$ cat src/rtl/thr_pkg.sv
package thr_pkg;
    localparam int DUTY_W   = 3;
    localparam int REG_W    = 32;
    localparam int NDUTY_LO = 1;
    localparam int EN_BIT   = 4;
    localparam int TDUTY_LO = 5;
    localparam int FORCE_BIT = 8;
    localparam int STAT_BIT = 16;

    typedef logic [DUTY_W-1:0] duty_t;

    typedef struct packed {
        duty_t thermal_duty;
        logic  force_on;
        logic  thr_en;
        duty_t norm_duty;
    } ctrl_t;

    function automatic duty_t pick_duty(ctrl_t c);
        if (c.force_on)
            return c.thermal_duty;
        else if (c.thr_en)
            return c.norm_duty;
        else
            return '0;
    endfunction

    function automatic logic [REG_W-1:0] pack_word(ctrl_t c, logic active);
        logic [REG_W-1:0] w;
        w = '0;
        w[NDUTY_LO +: DUTY_W] = c.norm_duty;
        w[EN_BIT]             = c.thr_en;
        w[TDUTY_LO +: DUTY_W] = c.thermal_duty;
        w[FORCE_BIT]          = c.force_on;
        w[STAT_BIT]           = active;
        return w;
    endfunction
endpackage

$ cat src/rtl/thr_ctrl_reg.sv
module thr_ctrl_reg
    import thr_pkg::*;
(
    input  logic             clk,
    input  logic             rst,
    input  logic             wr_en,
    input  logic [REG_W-1:0] wr_data,
    output ctrl_t            ctrl
);
    duty_t norm_q, therm_q;
    logic  en_q, force_q, locked_q;

    always_ff @(posedge clk) begin
        if (rst) begin
            norm_q   <= '0;
            therm_q  <= '0;
            en_q     <= 1'b0;
            force_q  <= 1'b0;
            locked_q <= 1'b0;
        end else if (wr_en) begin
            norm_q   <= wr_data[NDUTY_LO +: DUTY_W];
            en_q     <= wr_data[EN_BIT];
            force_q  <= wr_data[FORCE_BIT];
            locked_q <= 1'b1;
            if (!locked_q)
                therm_q <= wr_data[TDUTY_LO +: DUTY_W];
        end
    end

    always_comb begin
        ctrl.norm_duty    = norm_q;
        ctrl.thr_en       = en_q;
        ctrl.thermal_duty = therm_q;
        ctrl.force_on     = force_q;
    end


    thermal_locked_chk: assert property (@(posedge clk) disable iff (rst)
        (locked_q && wr_en) |=> $stable(therm_q));
endmodule

$ cat src/rtl/thr_duty_engine.sv
module thr_duty_engine
    import thr_pkg::*;
#(
    parameter int DW = DUTY_W
) (
    input  logic          clk,
    input  logic          rst,
    input  logic          slot_tick,
    input  logic [DW-1:0] duty,
    output logic          stop_clk
);
    localparam int SLOTS = 2 ** DW;

    logic [DW-1:0] slot_q;
    logic          active;

    assign active = (duty != '0);

    always_ff @(posedge clk) begin
        if (rst) begin
            slot_q   <= '0;
            stop_clk <= 1'b0;
        end else if (!active) begin
            slot_q <= '0;
            if (slot_tick)
                stop_clk <= 1'b0;
        end else if (slot_tick) begin
            stop_clk <= (slot_q < duty);
            slot_q   <= (32'(slot_q) == SLOTS - 1) ? '0 : slot_q + 1'b1;
        end
    end


    stop_on_slot_chk: assert property (@(posedge clk) disable iff (rst)
        !slot_tick |=> $stable(stop_clk));


    idle_release_chk: assert property (@(posedge clk) disable iff (rst)
        (!active && slot_tick) |=> !stop_clk);


    reset_stop_chk: assert property (@(posedge clk)
        rst |=> !stop_clk);
endmodule

$ cat src/rtl/thr_clk_throttle.sv
module thr_clk_throttle
    import thr_pkg::*;
(
    input  logic        clk,
    input  logic        rst,
    input  logic        wr_en,
    input  logic [31:0] wr_data,
    output logic [31:0] rd_data,
    input  logic        slot_tick,
    output logic        stop_clk
);
    ctrl_t ctrl;
    duty_t sel_duty;
    logic  thr_active;

    thr_ctrl_reg u_reg (
        .clk     (clk),
        .rst     (rst),
        .wr_en   (wr_en),
        .wr_data (wr_data),
        .ctrl    (ctrl)
    );

    assign sel_duty   = pick_duty(ctrl);
    assign thr_active = (sel_duty != '0);
    assign rd_data    = pack_word(ctrl, thr_active);

    thr_duty_engine #(.DW(DUTY_W)) u_engine (
        .clk       (clk),
        .rst       (rst),
        .slot_tick (slot_tick),
        .duty      (sel_duty),
        .stop_clk  (stop_clk)
    );


    status_ro_chk: assert property (@(posedge clk) disable iff (rst)
        (!rd_data[STAT_BIT] && !rd_data[FORCE_BIT] && !rd_data[EN_BIT] && slot_tick) |=> !stop_clk);
endmodule

$ cat config.mk
export PLATFORM = sky130hd
export DESIGN_NAME = thr_clk_throttle
export DESIGN_NICKNAME = d
export VERILOG_FILES = /design/src/rtl/thr_pkg.sv /design/src/rtl/thr_ctrl_reg.sv /design/src/rtl/thr_duty_engine.sv /design/src/rtl/thr_clk_throttle.sv
export SDC_FILE = /design/constraint.sdc
export NUM_CORES = 1
export LEC_CHECK = 0
export ABC_CLOCK_PERIOD_IN_PS = 4400
export BUFFER_PORTS_ARGS = -buffer_cell sky130_fd_sc_hd__buf_2
export CORE_MARGIN = 2
export CORE_UTILIZATION = 42
export CTS_CLUSTER_SIZE = 30
export DETAILED_ROUTE_END_ITERATION = 16
export PLACE_DENSITY = 0.91
export RECOVER_POWER = 25
export SKIP_LAST_GASP = 1
export SLEW_MARGIN = 10
export SYNTH_ARGS = -nofsm -noshare
export SYNTH_HDL_FRONTEND = slang
export SYNTH_HIERARCHICAL = 1
export SYNTH_SLANG_ARGS = --single-unit
$ cat constraint.sdc
create_clock -name clk -period 4.4 [get_ports clk]
set_input_delay 0.22 -clock clk [delete_from_list [all_inputs] [get_ports clk]]
set_output_delay 0.22 -clock clk [all_outputs]
set_load 0.02 [all_outputs]
Word level (Yosys, flattened, before mapping)
Index checks and enable logic that the tools add are counted.
Word-level totals
  flip-flop bits (word level): 13
  bits of input ports: 36
  output and inout port bits: 33
  logic and storage cells: 21
Cells by class
  add/sub/neg operators: 1
  $lt $le $gt $ge: 1
  equality and inequality tests: 1
  multiplexer cells: 6
  bitwise gates (word level): 2
  reduce and logical (&&, ||, !) cells: 3
Operators by type and width (count)
  2-to-1 mux 3 bit: 3
  adder 3 x 1 -> 3 bit, second input constant: 1
  equality test 3 bit, second input constant: 1
  < comparator 3 bit: 1
  2-to-1 mux 1 bit: 3
  nonzero test 3 bit: 1
  inverter 1 bit: 2
  AND reduction 2 bit: 1
  OR reduction 2 bit: 1

Logic depth before layout (Yosys ltp)
Gate-level depths: netlist of the first run.
  word-level depth: 5
  mapped depth: 8
  depth with buffers taken out: 7

Modules after synthesis
The synthesis of the first run kept the hierarchy.
By module, submodules not included
  thr_ctrl_reg: times used 1, cells each 35, area an instance 386.6 um2, seq. area each 180.2 um2
  thr_clk_throttle: times used 1, cells each 38, area an instance 254.0 um2, seq. area each 0.0 um2
  thr_duty_engine: times used 1, cells each 26, area an instance 252.7 um2, seq. area each 80.1 um2

Worst setup path after synthesis of the first run
Ideal clock, no wire load.
  path type: reg-to-reg
  start point: reg u_reg.force_q
  end point: reg u_engine.stop_clk
  arrival: 1.596 ns
  required time: 4.304 ns
  path slack: 2.709 ns
  cell stages (with the launch flop): 9
  clock period less this slack: 1.691 ns
  cells stage by stage: dfxtp_1 > buf_4 > nand2b_1 > o21ai_0 > inv_1 > ha_1 > o21ai_0 > a21oi_1 > o41ai_2
On the way
  longest elaborated chain between the ends: 4
  elaborated cells on any way between the ends: 5
RTL lines
  start, declared: line thr_ctrl_reg.sv:11  | logic en_q, force_q, locked_q;
  start signal, assigned: line thr_ctrl_reg.sv:23  | force_q <= wr_data[FORCE_BIT];
  2-to-1 mux 3 bit (*): line thr_pkg.sv:20  | if (c.force_on)
  via sel_duty[2]: line thr_clk_throttle.sv:13  | duty_t sel_duty;
  < comparator 3 bit: line thr_duty_engine.sv:28  | stop_clk <= (slot_q < duty);
  2-to-1 mux 1 bit: line thr_duty_engine.sv:27  | end else if (slot_tick) begin
  2-to-1 mux 1 bit (*): line thr_duty_engine.sv:23  | end else if (!active) begin
  end signal, assigned: line thr_duty_engine.sv:28
  end, declared: line thr_duty_engine.sv:10  | output logic stop_clk
The timed path passes the listed nets; every way through them passes the cells marked *. The select of a mux whose other input is x is not followed.
A chain may end at the register's enable or synchronous reset.

Worst setup path in the final report of the first run
Ends and elaborated chain as after synthesis.

==> results of run 1 <==
## where the power goes
part,switching (mW),total [mW],internal (mW)
combinational,0.0401,0.0578,0.0177
sequential,0.00624,0.129,0.123
clock,0.0376,0.0727,0.0351
total,0.0839,0.260,0.176
## final cells by class
class	instances	area, um^2
well taps	27	33.8
clock buffers	4	26.3
repair buffers	21	105
inverters	5	18.8
fillers	189	1060
flip-flops and latches	13	260
multi-input cells	75	479
## cells by family after synthesis
group	Yosys count	share of synthesized area
compound gates	13	0.127
fa+ha+maj	4	0.0560
buf+inv	33	0.265
flops	13	0.291
mux	6	0.0672
other cells	1	0.00420
simple gates	29	0.189
## stage by stage
step	cells	instance area [um^2]	utilization	hold WS [ns]	power [mW]
global route	145	923	0.466	0.195	0.276
floorplan	121	976	-	0.367	0.195
global placement	141	897	0.453	0.450	0.187
finish	145	923	0.466	0.185	0.260
detailed placement	141	897	0.453	0.465	0.189
CTS	145	923	0.466	0.170	0.263
## critical path: cells and delay by family (launching register included)
family | cells | cell delay [ns]
compound gates | 4 | 0.68
flops | 1 | 0.37
buf+inv | 1 | 0.09
fa+ha+maj | 1 | 0.29
simple gates | 1 | 0.20
## Yosys cell counts, types with 2 or more instances
cell	n	area, um^2
sky130_fd_sc_hd__nand2_1	6	22.5
sky130_fd_sc_hd__mux2i_1	6	60.1
sky130_fd_sc_hd__buf_4	26	195
sky130_fd_sc_hd__o21ai_2	3	26.3
sky130_fd_sc_hd__o21ai_0	4	20.0
sky130_fd_sc_hd__inv_1	4	15.0
sky130_fd_sc_hd__dfxtp_1	13	260
sky130_fd_sc_hd__nand3b_1	2	15.0
sky130_fd_sc_hd__buf_6	2	22.5
sky130_fd_sc_hd__nor2_1	11	41.3
sky130_fd_sc_hd__nand2b_1	4	25.0
sky130_fd_sc_hd__nand4bb_1	3	33.8
sky130_fd_sc_hd__a21oi_1	3	15.0
sky130_fd_sc_hd__ha_1	4	50.1
## registers in the layout (all words and copies together), names as in the netlist
register,count
u_engine/slot_q,3
u_reg/norm_q,3
u_reg/therm_q,3
u_engine/stop_clk,1
u_reg/en_q,1
u_reg/force_q,1
u_reg/locked_q,1
## metal layers
metal  track usage  share of wire
met5             0              0
met4        0.0556          0.016
met3        0.0394          0.073
met2         0.215           0.50
met1         0.138           0.41
## worst max-delay path by stage
stage	start	end	slack (ns)	depth (start not counted)
CTS	u_reg/force_q$_SDFFE_PP0P_	u_engine/stop_clk$_SDFFE_PP0P_	2.68	7
floorplan	u_reg/force_q$_SDFFE_PP0P_	u_engine/stop_clk$_SDFFE_PP0P_	2.71	8
finish	u_reg/force_q$_SDFFE_PP0P_	u_engine/stop_clk$_SDFFE_PP0P_	2.68	7
global route	u_reg/force_q$_SDFFE_PP0P_	u_engine/stop_clk$_SDFFE_PP0P_	2.50	7
global placement	u_reg/force_q$_SDFFE_PP0P_	u_engine/stop_clk$_SDFFE_PP0P_	2.73	7
detailed placement	u_reg/force_q$_SDFFE_PP0P_	u_engine/stop_clk$_SDFFE_PP0P_	2.69	7
==> run summary, run 1 <==
Setup repair after global routing left no endpoint under its margin. Gates resized during post-CTS repair numbered 0. The netlist uses 22 different library cells.

For the die area, the log shows 0.00251 mm^2. STA classifies the critical path startpoint as a flop. The total negative setup slack came out at 0 ns. The worst register-to-register path ends at u_engine/stop_clk$_SDFFE_PP0P_. For the worst setup path, the data required time is 4.59 ns. The synthesized netlist occupies a cell area of 893 um^2.

The share of layout cells above drive strength 1 was 0.280; the delay contributed by the slowest stage of the critical path was 0.37 ns. For the count of hold-fix buffers inserted at cts, the log shows 0. For this block, the via count after detailed routing is 643. The worst-skew pair later-pin latency is 0.28 ns, and the worst path setup slack after routing is 2.68 ns.

The maximum fanout along the worst path works out to 9. The path class of the lowest-slack min-delay path was in2reg. The number of remaining DRC errors came out at 0.

The synthesized design contains 0 enable-type register cells. The logs give 0 for the count of endpoints failing setup in the final report and 0.125 for the overall fraction of global-route tracks in use. The cell leakage power was 0.465 nW; the detailed placement HPWL was 1170 um. The area growth from synthesis to layout was 3.36%; the buffer levels on the longest clock path was 2. The cell type with the highest occurrence count on the critical path is sky130_fd_sc_hd__o21ai_0. The library cells used most frequently in the layout, excluding fill and tap cells, are sky130_fd_sc_hd__conb_1 (23), sky130_fd_sc_hd__buf_2 (21), sky130_fd_sc_hd__dfxtp_1 (13). Category of the worst setup path capture point: a flop.

The flow ran to the end, and the final reports show no timing, DRC or antenna violations. The first global-routing pass estimated 2410 um of wire. TritonCTS built the clock tree. Once the clock tree was built, the setup fixing pass inserted 0 buffers. Among all flip-flop cells after synthesis, the most frequent one is sky130_fd_sc_hd__dfxtp_1. The maximum clock rate is 583 MHz. CTS placed an instance of sky130_fd_sc_hd__clkbuf_4 at the clock tree root.

The number of buffers created by CTS was 3. The slowest stage of the critical path is the sky130_fd_sc_hd__dfxtp_1 cell. The logs give 0.00802 ns for the worst setup skew after layout and 0 for the number of pins with negative max-slew slack in the final report. The clock period minus worst slack is 1.72 ns. The worst setup path is of the reg2reg kind.

The max-cap check violation count is 0, and the pre-CTS setup slack is 2.69 ns. The worst hold path was traced through 3 stages. For the count of final hold-check violations, the log shows 0.

The share of flip-flops with an asynchronous set or reset is 0. The total I/O pin count was 69. Counting cells, the worst reg-to-reg path comes to 7. Initial antenna violation count: 0.

The starting utilization of the core area came out at 0.451. Global routing finished with a remaining overflow of 0. The height of the die is 50.1 um, and the floorplan core area is 0.00198 mm^2. The net total in the final layout is 159.

The repair_antennas step left the layout with diodes totalling 0. Counting flops and latches in the post-synthesis netlist gives 13. In this run the most critical hold path is launched from wr_data[3].

At the end of routability-driven placement, the weighted congestion stood at 0.682. For this run, the number of Yosys warnings is 6. The worst reg2reg path startpoint is u_reg/force_q$_SDFFE_PP0P_.

The period utilization was 0.390. Walking the worst path, the cells encountered are nand2b_1 -> o21ai_0 -> inv_1 -> ha_1 -> o21ai_0 -> a21oi_1 -> o41ai_2. A synthesized cell averages 9.02 um^2. The iteration count of the initial detailed-routing pass was 4. Number of vias per cell after detailed routing: 4.43. The final routed wire length divided by cell count was 10.1 um. The library cell used most frequently in the layout, excluding fill and tap cells, is sky130_fd_sc_hd__conb_1. In this run the core area contains 16 standard-cell rows. For hold timing, the worst endpoint is u_reg/norm_q[2]$_SDFFE_PP0P_. The clock-pin slew on the worst setup and hold paths was 0.08 ns; the worst vdd rail ir drop was 210 uV. The tools report the number of DRC violations after detailed-routing iteration 0 as 11.

Count of port buffers added during placement: 21. Summed over all layers, the routed wires come to 1460 um. The die outline width came out at 50.1 um. The post-synthesis sequential area ratio was 0.291; the cell count after synthesis was 99. The number of global-route vias before repair was 584.

For the pin count of the biggest net entering global routing, the log shows 14. The run gives 0 as the number of nets with antenna violations after routing. The tools report the CTS H-tree depth as 1. Counting every sink on the clock net gives 13. Setup slack on the worst reg-to-reg path comes out at 2.68 ns. STA puts the critical path data arrival time at 1.90 ns. The power density over cell area is 281 mW/mm^2.
Power figures use the tool's default switching activity.
==> inputs of run 2 (changes only) <==
- ABC_AREA: default -> 1
- ABC_CLOCK_PERIOD_IN_PS: 4400 -> 1430
- CORE_UTILIZATION: 42 -> 35
- PLACE_DENSITY: 0.91 -> 0.83
- clock period: 4.4 -> 1.43 ns (I/O delays scaled with it)
==> run 2 against run 1 <==
Largest cell class unchanged. Count of clock-buffer cells in the layout is the same. Sequential cell count is the same. Wire length shrank 7.3%. Final cell count grew 22%. Clock skew shrank 0.00055 ns. First-iteration DRC count shrank 9.1%. Cell area grew 3.7%. Core utilization shrank 6.9 points. Critical endpoint unchanged. Non-clock buffer count grew 2. Highest routed layer unchanged. Synthesized cell count grew 26%. Fmax grew 26%. Largest power group unchanged. Combinational power grew to 3.6 times the previous value.
==> run summary, run 2 <==
The run finished with clean final reports. Total power of the final layout: 827 uW (was 260 uW). The area growth from synthesis to layout works out to 10.5% (was 3.36%). The run gives 1.56 ns (was 1.90 ns) as the data arrival time of the critical path. Path class of the lowest-slack min-delay path: in2reg (unchanged). The clock period minus worst slack was 1.36 ns (was 1.72 ns).

The run gives 172 (was 141) as the instance count after placement with tap cells included. Count of flip-flops with a built-in enable after synthesis: 0 (unchanged). Cell Chain, Critical Path: nand2_2 -> nor2_2 -> nor2_2 -> inv_1 -> inv_1 -> ha_1 -> nand2_1 -> inv_1 -> nand2_1 -> nand3_2 -> a21oi_2 (was nand2b_1 -> o21ai_0 -> inv_1 -> ha_1 -> o21ai_0 -> a21oi_1 -> o41ai_2). The placed instance area came out at 892 um^2 (was 897 um^2).

The clock-pin slew on the worst setup and hold paths was 0.08 ns (about the same); the pin count of the biggest net entering global routing was 10 (was 14). The tools report the number of global-route vias before repair as 548 (was 584). The final routed wire length divided by cell count is 7.64 um (was 10.1 um), and the maximum clock rate is 734 MHz (was 583 MHz).

Top cells by area, synth: sky130_fd_sc_hd__dfxtp_1 (30%), sky130_fd_sc_hd__buf_4 (23%), sky130_fd_sc_hd__nor2_1 (8.7%), sky130_fd_sc_hd__nand2_1 (7.8%), sky130_fd_sc_hd__inv_1 (7.4%) (was sky130_fd_sc_hd__dfxtp_1 (29%), sky130_fd_sc_hd__buf_4 (22%), sky130_fd_sc_hd__mux2i_1 (6.7%), sky130_fd_sc_hd__ha_1 (5.6%), sky130_fd_sc_hd__nor2_1 (4.6%)). The height of the die is 53.7 um (was 50.1 um), and the CTS H-tree depth is 1 (unchanged). The logs give 2210 um (was 2410 um) for the first-pass GRT wire length and 1.63 ns (was 4.59 ns) for the data required time of the critical path. The tools report the overall fraction of global-route tracks in use as 0.108 (was 0.125). Die area: 0.00289 mm^2 (was 0.00251 mm^2). The run gives 16 (was 22) as the number of distinct library cells after synthesis.

The most area-hungry cell type in the Yosys netlist was sky130_fd_sc_hd__dfxtp_1 (unchanged). The hold slack was 0.0199 ns (was 0.185 ns). The most common cell in the netlist was sky130_fd_sc_hd__buf_4 (unchanged). The reg2reg setup slack came out at 0.07 ns (was 2.68 ns). The number of non-filler instances in the completed layout is 177 (was 145). The post-synthesis sequential area ratio is 0.301 (was 0.291), and the share of flip-flops with an asynchronous set or reset is 0 (unchanged). The worst reg2reg path startpoint was u_reg/en_q$_SDFFE_PP0P_ (was u_reg/force_q$_SDFFE_PP0P_).

The tools report the worst vdd rail ir drop as 578 uV (was 210 uV). The cell count of the worst reg-to-reg path is 11 (was 7). Portion of synthesized cell area occupied by the leading cell type: 0.301 (was 0.291). The antenna diode instance count is 0 (unchanged), and the buffer levels on the longest clock path is 2 (unchanged). The maximum fanout along the worst path works out to 5 (was 9). The total congestion overflow was 0 (unchanged); the synthesis warning total was 6 (unchanged). The tools report the iteration count of the initial detailed-routing pass as 4 (unchanged). Most frequent cells after synthesis: sky130_fd_sc_hd__buf_4 (26), sky130_fd_sc_hd__nor2_1 (20), sky130_fd_sc_hd__nand2_1 (18) (was sky130_fd_sc_hd__buf_4 (26), sky130_fd_sc_hd__dfxtp_1 (13), sky130_fd_sc_hd__nor2_1 (11)). The logs give 1350 um (was 1460 um) for the routed wire length and 0.767 (was 0.682) for the final RePlAce weighted congestion. Count of endpoints failing setup in the final report: 0 (unchanged).

The logs give 0 (unchanged) for the count of final hold-check violations and 0.00241 mm^2 (was 0.00198 mm^2) for the floorplan core area. The max-cap check violation count came out at 0 (unchanged). Top Registers: u_engine/slot_q: 3 flops, u_reg/norm_q: 3 flops, u_reg/therm_q: 3 flops (unchanged).

The die outline width is 53.7 um (was 50.1 um), and the total I/O pin count is 69 (unchanged). The tools report the category of the worst setup path capture point as a flop (unchanged). The startpoint class of the critical path was a flop (unchanged). The number of nets with antenna violations after routing came out at 0 (unchanged). The capturing element of the worst setup path was u_engine/stop_clk$_SDFFE_PP0P_ (unchanged). For the worst-skew pair later-pin latency, the log shows 0.27 ns (was 0.28 ns). The run gives 10 (was 11) as the number of DRC violations after detailed-routing iteration 0. The share of layout cells above drive strength 1 is 0.259 (was 0.280), and the worst path setup slack after routing is 0.0683 ns (was 2.68 ns). Period utilization: 0.952 (was 0.390). The logs give 0.543 nW (was 0.465 nW) for the cell leakage power and 0.359 (was 0.451) for the starting utilization of the core area.

For the post-route core utilization, the log shows 0.397 (was 0.466). Worst setup path startpoint: u_reg/en_q$_SDFFE_PP0P_ (was u_reg/force_q$_SDFFE_PP0P_). The classification of the worst setup path was reg2reg (unchanged). Number of buffers created by CTS: 3 (unchanged).

The leading cell type in the layout, fill and taps excluded was sky130_fd_sc_hd__conb_1 (unchanged). The highest-delay cell along the critical path is sky130_fd_sc_hd__dfxtp_4 (was sky130_fd_sc_hd__dfxtp_1). The total negative setup slack was 0 ns (unchanged); the power density over cell area was 864 mW/mm^2 (was 281 mW/mm^2).

TritonCTS built the clock tree. The delay contributed by the slowest stage of the critical path is 0.37 ns (about the same), and the average cell area after synthesis is 6.93 um^2 (was 9.02 um^2). The final cell area excluding filler cells was 957 um^2 (was 923 um^2). The cell area after technology mapping was 866 um^2 (was 893 um^2); the number of pins with negative max-slew slack in the final report was 0 (unchanged). The reg-to-reg endpoint is u_engine/stop_clk$_SDFFE_PP0P_ (unchanged). The initial antenna violation count was 0 (unchanged). For the detailed placement HPWL, the log shows 1150 um (was 1170 um).

The post-synthesis sequential element count is 13 (unchanged), and the cell count after synthesis is 125 (was 99). The tools report the clock sink count as 13 (unchanged). Most used flip-flop cell after synthesis: sky130_fd_sc_hd__dfxtp_1 (unchanged).

The layout filler cell count is 278 (was 189). The routed via count came out at 697 (was 643). Cell type with the highest occurrence count on the critical path: sky130_fd_sc_hd__inv_1 (was sky130_fd_sc_hd__o21ai_0). The net total in the final layout is 188 (was 159), and the number of vias per cell after detailed routing is 3.94 (was 4.43). The number of remaining DRC errors is 0 (unchanged).

Cell row count: 18 (was 16). Clock root buffer master: sky130_fd_sc_hd__clkbuf_4 (unchanged). The worst setup skew after layout is 0.00747 ns (was 0.00802 ns), and the pre-CTS setup slack is 0.000674 ns (was 2.69 ns).

Setup repair after global routing could not meet its margin everywhere. Most frequent cells in the layout: sky130_fd_sc_hd__conb_1 (23), sky130_fd_sc_hd__nor2_1 (19), sky130_fd_sc_hd__nand2_1 (17), sky130_fd_sc_hd__buf_2 (17), sky130_fd_sc_hd__inv_1 (16) (was sky130_fd_sc_hd__conb_1 (23), sky130_fd_sc_hd__buf_2 (21), sky130_fd_sc_hd__dfxtp_1 (13)). The count of port buffers added during placement came out at 21 (unchanged).
==> run 2: cell count changes after synthesis, moves of 4 or more <==
cell	delta
sky130_fd_sc_hd__nand3_1	+6
sky130_fd_sc_hd__nand2_1	+12
sky130_fd_sc_hd__inv_1	+13
sky130_fd_sc_hd__mux2i_1	-6
sky130_fd_sc_hd__nor2_1	+9
sky130_fd_sc_hd__nand2b_1	-4
==> run 2: area by class of cell <==
cell class | count | area [um^2] | share of cell area
inverters | 19 | 73.8 | 0.0771
clock buffers | 4 | 26.3 | 0.0275
flip-flops and latches | 13 | 268 | 0.280
well taps | 30 | 37.5 | 0.0392
multi-input cells | 88 | 434 | 0.454
repair buffers | 23 | 118 | 0.123
==> run 2: report_power, final <==
| group | leakage (nW) | internal [mW] | switching (mW) | total (mW) |
|---|---|---|---|---|
| logic | 0.419 | 0.0593 | 0.149 | 0.208 |
| clock network | 0.0150 | 0.108 | 0.108 | 0.215 |
| registers | 0.109 | 0.385 | 0.0192 | 0.404 |
| total | 0.543 | 0.552 | 0.276 | 0.827 |
==> run 2: critical path, delay by kind of cell, from the launching register on <==
family / cells / cell delay, ns
AO/OA/AOI/OAI: 1 / 0.13
adder cells (fa/ha/maj): 1 / 0.26
buffers and inverters: 3 / 0.14
flip-flops: 1 / 0.37
AND/OR/NAND/NOR: 6 / 0.40
==> run 2: what timing repair did <==
action,CTS,global route
pin swaps,0,5
hold endpoints to repair,1,0
buffers inserted,0,0
hold buffers,1,0
setup endpoints to repair,1,1
gates resized for setup,2,9
==> run 2: worst min path at each step <==
stage                from                            to  depth (start not counted)
2_1_floorplan         rst   u_reg/locked_q$_SDFFE_PP0P_                          1
4_1_cts        wr_data[8]    u_reg/force_q$_SDFFE_PP0P_                          3
6_report       wr_data[4]       u_reg/en_q$_SDFFE_PP0P_                          3
5_1_grt        wr_data[3]  u_reg/norm_q[2]$_SDFFE_PP0P_                          3
3_5_place_dp          rst   u_reg/locked_q$_SDFFE_PP0P_                          2
3_3_place_gp          rst   u_reg/locked_q$_SDFFE_PP0P_                          2
==> run 2: cell families (layout without fill, tap and decap cells) <==
| logic type | Yosys count | after routing | share of synthesized area |
|---|---|---|---|
| AOI/OAI and AO/OA | 12 | 12 | 0.0737 |
| adders and majority gates | 4 | 4 | 0.0578 |
| buffers and inverters | 46 | 46 | 0.324 |
| DFF | 13 | 13 | 0.301 |
| other | 1 | 23 | 0.00433 |
| and+or+nand+nor | 49 | 49 | 0.240 |
==> run 2: metal layers <==
layer	vias to the layer above	track usage	part of all wire
met5	-	0	0
met4	0	0.0769	0.0096
met3	2	0.0278	0.070
met2	26	0.181	0.51
met1	296	0.118	0.41
li1	373	-	-
